`config.mk`:
```
export PLATFORM = sky130hd
export DESIGN_NAME = endian_lsu
export DESIGN_NICKNAME = d
export VERILOG_FILES = /design/src/rtl/endian_pkg.sv /design/src/rtl/endian_req_map.sv /design/src/rtl/endian_rd_align.sv /design/src/rtl/endian_lsu.sv
export SDC_FILE = /design/constraint.sdc
export NUM_CORES = 1
export LEC_CHECK = 0
export ABC_AREA = 1
export CORE_MARGIN = 1
export CORE_UTILIZATION = 35
export CTS_CLUSTER_SIZE = 24
export DETAILED_ROUTE_END_ITERATION = 16
export GPL_ROUTABILITY_DRIVEN = 0
export GPL_TIMING_DRIVEN = 0
export PLACE_DENSITY = 0.74
export SLEW_MARGIN = 20
export SYNTH_ARGS = -nofsm -noshare
export SYNTH_HDL_FRONTEND = slang
export SYNTH_SLANG_ARGS = --single-unit
```
`constraint.sdc`:
```
create_clock -name clk_i -period 3.93 [get_ports clk_i]
set_input_delay 1.179 -clock clk_i [delete_from_list [all_inputs] [get_ports clk_i]]
set_output_delay 1.179 -clock clk_i [all_outputs]
set_load 0.1 [all_outputs]
```
`src/rtl/endian_pkg.sv`:
```
package endian_pkg;
  localparam int unsigned DATA_W = 32;
  localparam int unsigned LANES  = DATA_W / 8;
  localparam int unsigned OFF_W  = $clog2(LANES);

  localparam logic [2:0] MODE_LE      = 3'd0;
  localparam logic [2:0] MODE_BE_BYTE = 3'd1;
  localparam logic [2:0] MODE_BE_WORD = 3'd2;
  localparam logic [2:0] MODE_MIX_HI  = 3'd3;
  localparam logic [2:0] MODE_MIX_LO  = 3'd4;

  localparam logic [1:0] SZ_B = 2'd0;
  localparam logic [1:0] SZ_H = 2'd1;

  typedef struct packed {
    logic [OFF_W-1:0] sub_xor;   // address rewrite for sub-word accesses
    logic [OFF_W-1:0] word_mask; // lane = byte index ^ word_mask
    logic             half_swap; // swap bytes within a halfword
  } ord_t;

  function automatic ord_t ord_decode(input logic [2:0] mode, input logic [1:0] size);
    ord_t o;
    o = '0;
    case (mode)
      MODE_BE_BYTE: begin
        o.word_mask = 2'd3;
        o.half_swap = 1'b1;
      end
      MODE_BE_WORD: begin
        if (size == SZ_B)      o.sub_xor = 2'd3;
        else if (size == SZ_H) o.sub_xor = 2'd2;
      end
      MODE_MIX_HI: o.word_mask = 2'd2;
      MODE_MIX_LO: begin
        o.word_mask = 2'd1;
        o.half_swap = 1'b1;
      end
      default: ;
    endcase
    return o;
  endfunction
endpackage

```
`src/rtl/endian_req_map.sv`:
```
module endian_req_map
  import endian_pkg::*;
#(
  parameter int unsigned ADDR_W = 32
) (
  input  logic                req_i,
  input  logic                we_i,
  input  logic [1:0]          size_i,
  input  logic [2:0]          mode_i,
  input  logic [ADDR_W-1:0]   addr_i,
  input  logic [DATA_W-1:0]   wdata_i,
  output logic                mem_req_o,
  output logic                mem_we_o,
  output logic [ADDR_W-1:0]   mem_addr_o,
  output logic [LANES-1:0]    mem_be_o,
  output logic [DATA_W-1:0]   mem_wdata_o,
  output logic                misalign_o,
  output logic                ld_go_o,
  output logic [OFF_W-1:0]    eff_off_o,
  output ord_t                ord_o
);
  ord_t             ord;
  logic [OFF_W-1:0] eo;
  logic             is_word, is_half, is_byte, bad, go;

  assign ord     = ord_decode(mode_i, size_i);
  assign is_word = size_i[1];
  assign is_half = (size_i == SZ_H);
  assign is_byte = (size_i == SZ_B);
  assign bad     = (is_half & addr_i[0]) | (is_word & (|addr_i[OFF_W-1:0]));
  assign go      = req_i & ~bad;
  assign eo      = addr_i[OFF_W-1:0] ^ ord.sub_xor;

  assign misalign_o = req_i & bad;
  assign mem_req_o  = go;
  assign mem_we_o   = go & we_i;
  assign mem_addr_o = {addr_i[ADDR_W-1:OFF_W], {OFF_W{1'b0}}};
  assign ld_go_o    = go & ~we_i;
  assign eff_off_o  = eo;
  assign ord_o      = ord;

  for (genvar i = 0; i < LANES; i++) begin : g_lane
    logic [OFF_W-1:0] src;
    logic             hit;
    always_comb begin
      src = '0;
      hit = 1'b0;
      if (is_word) begin
        src = OFF_W'(i) ^ ord.word_mask;
        hit = 1'b1;
      end else if (is_half) begin
        src = {{(OFF_W-1){1'b0}}, 1'(i) ^ ord.half_swap};
        hit = (OFF_W'(i) >> 1) == (eo >> 1);
      end else if (is_byte) begin
        hit = (OFF_W'(i) == eo);
      end
    end
    assign mem_be_o[i]          = go & hit;
    assign mem_wdata_o[8*i +: 8] = (go & we_i & hit) ? wdata_i[8*src +: 8] : 8'h00;
  end
endmodule

```
`src/rtl/endian_rd_align.sv`:
```
module endian_rd_align
  import endian_pkg::*;
(
  input  logic              clk_i,
  input  logic              rst_ni,
  input  logic              ld_go_i,
  input  logic [1:0]        size_i,
  input  logic [OFF_W-1:0]  eff_off_i,
  input  ord_t              ord_i,
  input  logic [DATA_W-1:0] mem_rdata_i,
  output logic [DATA_W-1:0] rdata_o,
  output logic              rvalid_o
);
  logic             pend_q;
  logic [1:0]       size_q;
  logic [OFF_W-1:0] off_q;
  ord_t             ord_q;
  logic [DATA_W-1:0] aligned;

  always_ff @(posedge clk_i or negedge rst_ni) begin
    if (!rst_ni) begin
      pend_q <= 1'b0;
      size_q <= '0;
      off_q  <= '0;
      ord_q  <= '0;
    end else begin
      pend_q <= ld_go_i;
      if (ld_go_i) begin
        size_q <= size_i;
        off_q  <= eff_off_i;
        ord_q  <= ord_i;
      end
    end
  end

  for (genvar k = 0; k < LANES; k++) begin : g_byte
    logic [OFF_W-1:0] lane;
    logic             keep;
    always_comb begin
      lane = '0;
      keep = 1'b0;
      if (size_q[1]) begin
        lane = OFF_W'(k) ^ ord_q.word_mask;
        keep = 1'b1;
      end else if (size_q == SZ_H) begin
        lane = {off_q[OFF_W-1:1], 1'(k) ^ ord_q.half_swap};
        keep = (k < 2);
      end else begin
        lane = off_q;
        keep = (k == 0);
      end
    end
    assign aligned[8*k +: 8] = keep ? mem_rdata_i[8*lane +: 8] : 8'h00;
  end

  always_ff @(posedge clk_i or negedge rst_ni) begin
    if (!rst_ni) begin
      rvalid_o <= 1'b0;
      rdata_o  <= '0;
    end else begin
      rvalid_o <= pend_q;
      if (pend_q) rdata_o <= aligned;
    end
  end
endmodule

```
`src/rtl/endian_lsu.sv`:
```
module endian_lsu
  import endian_pkg::*;
#(
  parameter int unsigned ADDR_W = 32
) (
  input  logic              clk_i,
  input  logic              rst_ni,
  input  logic              req_i,
  input  logic              we_i,
  input  logic [1:0]        size_i,
  input  logic [2:0]        mode_i,
  input  logic [ADDR_W-1:0] addr_i,
  input  logic [31:0]       wdata_i,
  output logic              mem_req_o,
  output logic              mem_we_o,
  output logic [ADDR_W-1:0] mem_addr_o,
  output logic [3:0]        mem_be_o,
  output logic [31:0]       mem_wdata_o,
  input  logic [31:0]       mem_rdata_i,
  output logic              misalign_o,
  output logic [31:0]       rdata_o,
  output logic              rvalid_o
);
  logic             ld_go;
  logic [OFF_W-1:0] eff_off;
  ord_t             ord;

  endian_req_map #(.ADDR_W(ADDR_W)) u_map (
    .req_i       (req_i),
    .we_i        (we_i),
    .size_i      (size_i),
    .mode_i      (mode_i),
    .addr_i      (addr_i),
    .wdata_i     (wdata_i),
    .mem_req_o   (mem_req_o),
    .mem_we_o    (mem_we_o),
    .mem_addr_o  (mem_addr_o),
    .mem_be_o    (mem_be_o),
    .mem_wdata_o (mem_wdata_o),
    .misalign_o  (misalign_o),
    .ld_go_o     (ld_go),
    .eff_off_o   (eff_off),
    .ord_o       (ord)
  );

  endian_rd_align u_rd (
    .clk_i       (clk_i),
    .rst_ni      (rst_ni),
    .ld_go_i     (ld_go),
    .size_i      (size_i),
    .eff_off_i   (eff_off),
    .ord_i       (ord),
    .mem_rdata_i (mem_rdata_i),
    .rdata_o     (rdata_o),
    .rvalid_o    (rvalid_o)
  );
endmodule

```
==> results.json, run 1 <==
{
  "ys_warn_count": 0,
  "drv_slew": 0,
  "crit-reg2reg-launch": "u_rd.size_q[1]",
  "drtIter0Drc": 383,
  "pwr_density_cell_mw_per_mm2": 467.2,
  "critPathKind": "primary input to output pin",
  "vdd_drop_max_mv": 0.2993,
  "io_pins": 209,
  "grt_max_degree": 22,
  "fillers": 851,
  "synth_edf_count": 0,
  "max_slew_margin": 0.3209,
  "synth.ff_latch_count": 40,
  "ant_nets": 0,
  "timing.final.ws_setup_ps": 36.64,
  "n_antenna_cell": 0,
  "wl_per_cell_um": 16.12,
  "ctsHoldBuffers": 0,
  "critPathLaunchType": "primary input",
  "cts_max_level": 2,
  "cts-root-buf": "clkbuf_8",
  "multiInputGateArea_mm2": 0.002605,
  "clk_latency_ps": 290,
  "antenna_found_initial": 0,
  "synth.top_cell.area_share": 0.2870,
  "worstPathArrival_ps": 2710,
  "p_leak_nw": 3.114,
  "cts_max_path_buffers": 2,
  "reg2reg_depth": 6,
  "synth_cell_types": 22,
  "numCtsBuffers": 5,
  "die_y_um": 105.0,
  "synthTopCellsByArea": "nand3_1 29%, dfrtp_1 27%, nand2_1 20%",
  "place_ws_ps": -1393,
  "worstMarginPinSlew_ps": 1015,
  "cts.clk_slew.worst_paths_ps": 80,
  "synth_largest_area_cell": "nand3_1",
  "cap_violations": 0,
  "rows": 37,
  "cts_tree": "yes",
  "dr.pass1.iters": 7,
  "grt_use_total": 0.2698,
  "post-dp-hpwl_um": 11250,
  "dp_cells": 919,
  "die_w_um": 105.0,
  "nets": 919,
  "status": "finished, final reports clean",
  "cts_sinks": 40,
  "seqCellArea_mm2": 0.001001,
  "synth.most_common_cell": "nand3_1",
  "layout.cells.non_filler": 951,
  "end_kind": "output pin",
  "r2r_setup_slack_ps": 2010,
  "drc": 0,
  "fmaxAchievable_mhz": 256.8,
  "final-setup-viol-count": 0,
  "grt_pass1_vias": 5241,
  "fp.coreArea_mm2": 0.01032,
  "endpoint": "mem_wdata_o[0]",
  "synthArstFlopShare": 1.000,
  "finClkSkew_ps": 10.33,
  "dr_total_vias": 5260,
  "hold_class": "register to register",
  "crit_start": "mode_i[1]",
  "required_ps": 2750,
  "initial_utilization": 0.3598,
  "path_max_fanout": 7,
  "vias_per_cell": 5.531,
  "fin_crit_sh": 0.9907,
  "finalHoldViolations": 0,
  "synth_cells": 605,
  "grt_pass1_wl_um": 24260,
  "die_area_mm2": 0.01103,
  "reg2reg_to": "u_rd.rdata_o[24]",
  "synth_area_mm2": 0.003715,
  "ys_seq_area_frac": 0.2695,
  "synthFlopType": "dfrtp_1",
  "grt-ovfl-total": 0,
  "period_minus_slack_ps": 3893,
  "drive_above_1_share": 0.2552,
  "synth_area_per_cell_um2": 6.140,
  "synthTopCellsByCount": "213 x nand3_1, 200 x nand2_1, 40 x dfrtp_1, 35 x buf_4, 34 x nor2_1",
  "routed_wl_um": 15330,
  "area_growth_pct": 79.08,
  "final_util": 0.6444,
  "worstHoldStart": "u_rd.pend_q",
  "io_buffers": 176
}
registers in the layout (all words and copies together) (netlist names):
signal and cells:
u_rd.pend_q 1, u_rd.ord_q 2, u_rd.size_q 2, u_rd.rdata_o 32
u_rd.rvalid_o 1, u_rd.off_q 2
area by class of cell:
type	count	area share
Buffer	58	0.06094
Clock buffer	5	0.01034
Sequential cell	40	0.1505
Tap cell	136	0.02558
Multi-Input combinational cell	484	0.3916
Clock inverter	3	0.006395
Timing Repair Buffer	201	0.3391
Inverter	24	0.01561
critical path: stages:
cell and delay [ps]:
dlygate4sd2_1 250, inv_2 130, nand3_1 140, nand2_4 140
nand2_4 80, clkinvlp_4 160, nand2_1 110, nand3_1 90
nand2_1 110, nor2_4 140, buf_12 180
how the worst min path moves through the flow:
| stage | endpoint | slack, ps | depth (start not counted) |
|---|---|---|---|
| after detailed placement | u_rd.rvalid_o | 360 | 0 |
| final | u_rd.rvalid_o | 370 | 0 |
| after CTS | u_rd.rvalid_o | 380 | 0 |
| after global routing | u_rd.rvalid_o | 390 | 0 |
| after global placement | u_rd.rvalid_o | 360 | 0 |
| after floorplan | u_rd.rvalid_o | 350 | 0 |
metrics by stage:
step                power (mW)  hold slack [ps]  cell area (um2)  setup TNS (ps)
floorplan                2.148            348.7             3887          -10100
global placement         2.643            357.5             5819          -47870
detailed placement       2.672            356.4             5842          -48300
CTS                      3.064            375.3             6449               0
global route             3.245            394.6             6653          -107.5
finish                   3.108            373.5             6653               0
power by group:
part	switching [mW]	total [mW]	internal, mW
Clock	0.147	0.335	0.188
Combinational	1.60	2.18	0.579
Sequential	0.0678	0.591	0.523
kinds of logic (layout without fill, tap and decap cells):
kind of cell           count (synthesis)  count (layout)  share of synthesized area
AO/OA/AOI/OAI                         13              13                    0.02324
buffers and inverters                 82             291                     0.1229
flip-flops                            40              40                     0.2695
other                                  1               2                   0.001009
AND/OR/NAND/NOR                      469             469                     0.5834
routing by layer:
layer  vias up  global-route usage  wire, um
met5         -                   0         0
met4         0              0.1439       634
met3        88             0.06425      1884
met2       423              0.4555      7207
met1      2340              0.3158      5607
li1       2409                   -         -
layout by cell type, fill, tap and decap left out, types with 2 or more instances in the layout:
cell             instances
nand3_2                  5
dlymetal6s2s_1           3
dfrtp_1                 40
nand2_1                192
clkbuf_1                 5
buf_12                  22
nand4_1                  4
o21ai_2                  2
a21oi_4                  4
nor2_4                  27
nand2_2                  9
clkdlybuf4s15_2          3
nand3_1                206
nor2_1                   4
nand3_4                  7
clkbuf_2                 4
clkinvlp_4               4
buf_4                   52
o21ai_0                  5
nor2_2                   8
inv_1                   16
buf_8                   15
nand2_4                  6
inv_2                    4
conb_1                   2
buf_6                    5
clkdlybuf4s50_1        128
buf_2                   17
clkbuf_8                 5
repair_timing:
| item | in CTS | in global routing |
|---|---|---|
| resized for setup | 334 | 41 |
| gates cloned | 0 | 2 |
| endpoints found under the hold margin | 0 | 0 |
| pin swaps | 17 | 11 |
| setup endpoints to repair | 39 | 37 |
| buffers inserted | 16 | 6 |
Note: power is estimated with default switching activity, not from simulation.
==> run 2, diff against run 1 <==
Settings changed: HOLD_SLACK_MARGIN set to 0.03, PLACE_DENSITY 0.74 to not set, PLACE_DENSITY_LB_ADDON set to 0.08.
==> results.json, run 2 (synthesized netlist as in run 1, its figures left out) <==
{
  "r2r_setup_slack_ps": 2070,
  "period_minus_slack_ps": 3876,
  "antenna_found_initial": 0,
  "hold_depth": 0,
  "cpPeakStageDelay_ps": 270,
  "vdd_drop_max_mv": 0.2999,
  "die_y_um": 105.0,
  "p_leak_nw": 3.092,
  "wl_met3_um": 1454,
  "vias_per_cell": 5.445,
  "cts_sinks": 40,
  "dr_wl_met2_um": 7343,
  "post-dp-hpwl_um": 10940,
  "largest_reg_flops": 32,
  "whs_ps": 392.5,
  "routed_wl_um": 15120,
  "worstPathCellList": "dlygate4sd2_1, nor2_4, inv_4, nand2_4, nand3_4, nor2_8, nand3_4, buf_12, a21oi_4, buf_12",
  "finClkSkew_ps": 8.864,
  "cap_violations": 0,
  "crit-reg2reg-launch": "u_rd.size_q[1]",
  "io_buffers": 176,
  "critPathLaunchType": "primary input",
  "dr_total_vias": 5167,
  "m1WireLength_um": 5802,
  "finalHoldViolations": 0,
  "ant_nets": 0,
  "grt_pass1_wl_um": 24540,
  "area_growth_pct": 78.95,
  "end_kind": "output pin",
  "dr.pass1.iters": 7,
  "grt_pass1_vias": 5207,
  "cpLargestDelayFamily": "buffers and inverters",
  "reg2reg_depth": 7,
  "nets": 917,
  "drc": 0,
  "worstMarginPinSlew_ps": 1011,
  "top_register": "u_rd.rdata_o",
  "drtIter0Drc": 373,
  "slowest_stage": "dlygate4sd2_1",
  "cts_max_level": 2,
  "die_w_um": 105.0,
  "initial_utilization": 0.3598,
  "grt_max_degree": 22,
  "rows": 37,
  "fmaxAchievable_mhz": 258.0,
  "hold_class": "register to register",
  "path_max_fanout": 8,
  "holdPathEnd": "u_rd.rvalid_o",
  "clk_latency_ps": 300,
  "ctsHoldBuffers": 0,
  "critical_path_buf_inv_count": 4,
  "required_ps": 2750,
  "fin_tns_setup_ps": 0,
  "numCtsBuffers": 5,
  "n_antenna_cell": 0,
  "grt-ovfl-total": 0,
  "rsz0062_at_grt": "yes",
  "top_layer": "met4",
  "cts-root-buf": "clkbuf_8",
  "status": "finished, final reports clean",
  "io_pins": 209,
  "layout_commonest_cell": "nand3_1",
  "worstPathArrival_ps": 2700,
  "drive_above_1_share": 0.2460,
  "crit_start": "size_i[0]",
  "drv_slew": 0,
  "cts_max_path_buffers": 2,
  "fin_crit_sh": 0.9862,
  "layout_common_cells": "207 x nand3_1, 195 x nand2_1, 129 x clkdlybuf4s50_1",
  "wl_per_cell_um": 15.93,
  "pwr_density_cell_mw_per_mm2": 470.8,
  "critPathKind": "primary input to output pin",
  "max_slew_margin": 0.3241,
  "grt_use_total": 0.2759,
  "cts.clk_slew.worst_paths_ps": 80,
  "final-setup-viol-count": 0,
  "fp.coreArea_mm2": 0.01032,
  "cts_tree": "yes",
  "worstHoldStart": "u_rd.pend_q",
  "reg2reg_to": "u_rd.rdata_o[14]",
  "die_area_mm2": 0.01103
}
run 2: changes by cell type in the layout (fill, tap and decap cells not counted), sizes merged, moves of 2 or more:
cell	delta
buf	-3
clkinvlp	-3
inv	+2
dlymetal6s2s	-2
clkdlybuf4s15	+2
dlygate4sd2	+2
run 2: area by class of cell:
| class | instances | area (um2) |
|---|---|---|
| fillers | 905 | 3676 |
| multi-input cells | 484 | 2620 |
| repair buffers | 199 | 2230 |
| flip-flops and latches | 40 | 1001 |
| plain buffers | 58 | 404.1 |
| well taps | 136 | 170.2 |
| inverters | 24 | 101.3 |
| clock buffers | 6 | 82.58 |
| clock inverters | 2 | 38.79 |
run 2: report_power, final:
group	internal (mW)	switching [mW]	total, mW
registers	0.522	0.0619	0.584
logic	0.574	1.61	2.19
clock network	0.208	0.152	0.360
total	1.30	1.82	3.13
run 2: how the worst max path moves through the flow:
stage,end,slack (ps),cells after the start
after CTS,mem_wdata_o[15],4,10
final,mem_wdata_o[14],50,10
after global routing,mem_wdata_o[14],-2,10
after global placement,mem_wdata_o[18],-1370,10
after detailed placement,mem_wdata_o[18],-1370,10
after floorplan,mem_be_o[0],-430,6
run 2: layer usage:
layer | vias up | GRT usage
li1 | 2407 | -
met1 | 2340 | 0.3346
met2 | 360 | 0.4707
met3 | 60 | 0.04180
met4 | 0 | 0.1449
met5 | - | 0
run 2: stage by stage:
stage	power [mW]	std cells	utilization	instance area, um2	worst slack, ps
3_3_place_gp	2.659	918	0.5637	5819	-1370
5_1_grt	3.280	949	0.6439	6648	-2.372
6_report	3.129	949	0.6439	6648	54.30
3_5_place_dp	2.681	919	0.5659	5842	-1371
4_1_cts	3.098	941	0.6254	6456	4.209
2_1_floorplan	2.148	606	-	3887	-426.5
run 2: repair_timing:
action | 4_1_cts | 5_1_grt
gates resized for setup | 343 | 30
setup endpoints to repair | 39 | 37
pin swaps | 9 | 6
gates cloned | 2 | 0
setup buffers | 12 | 8
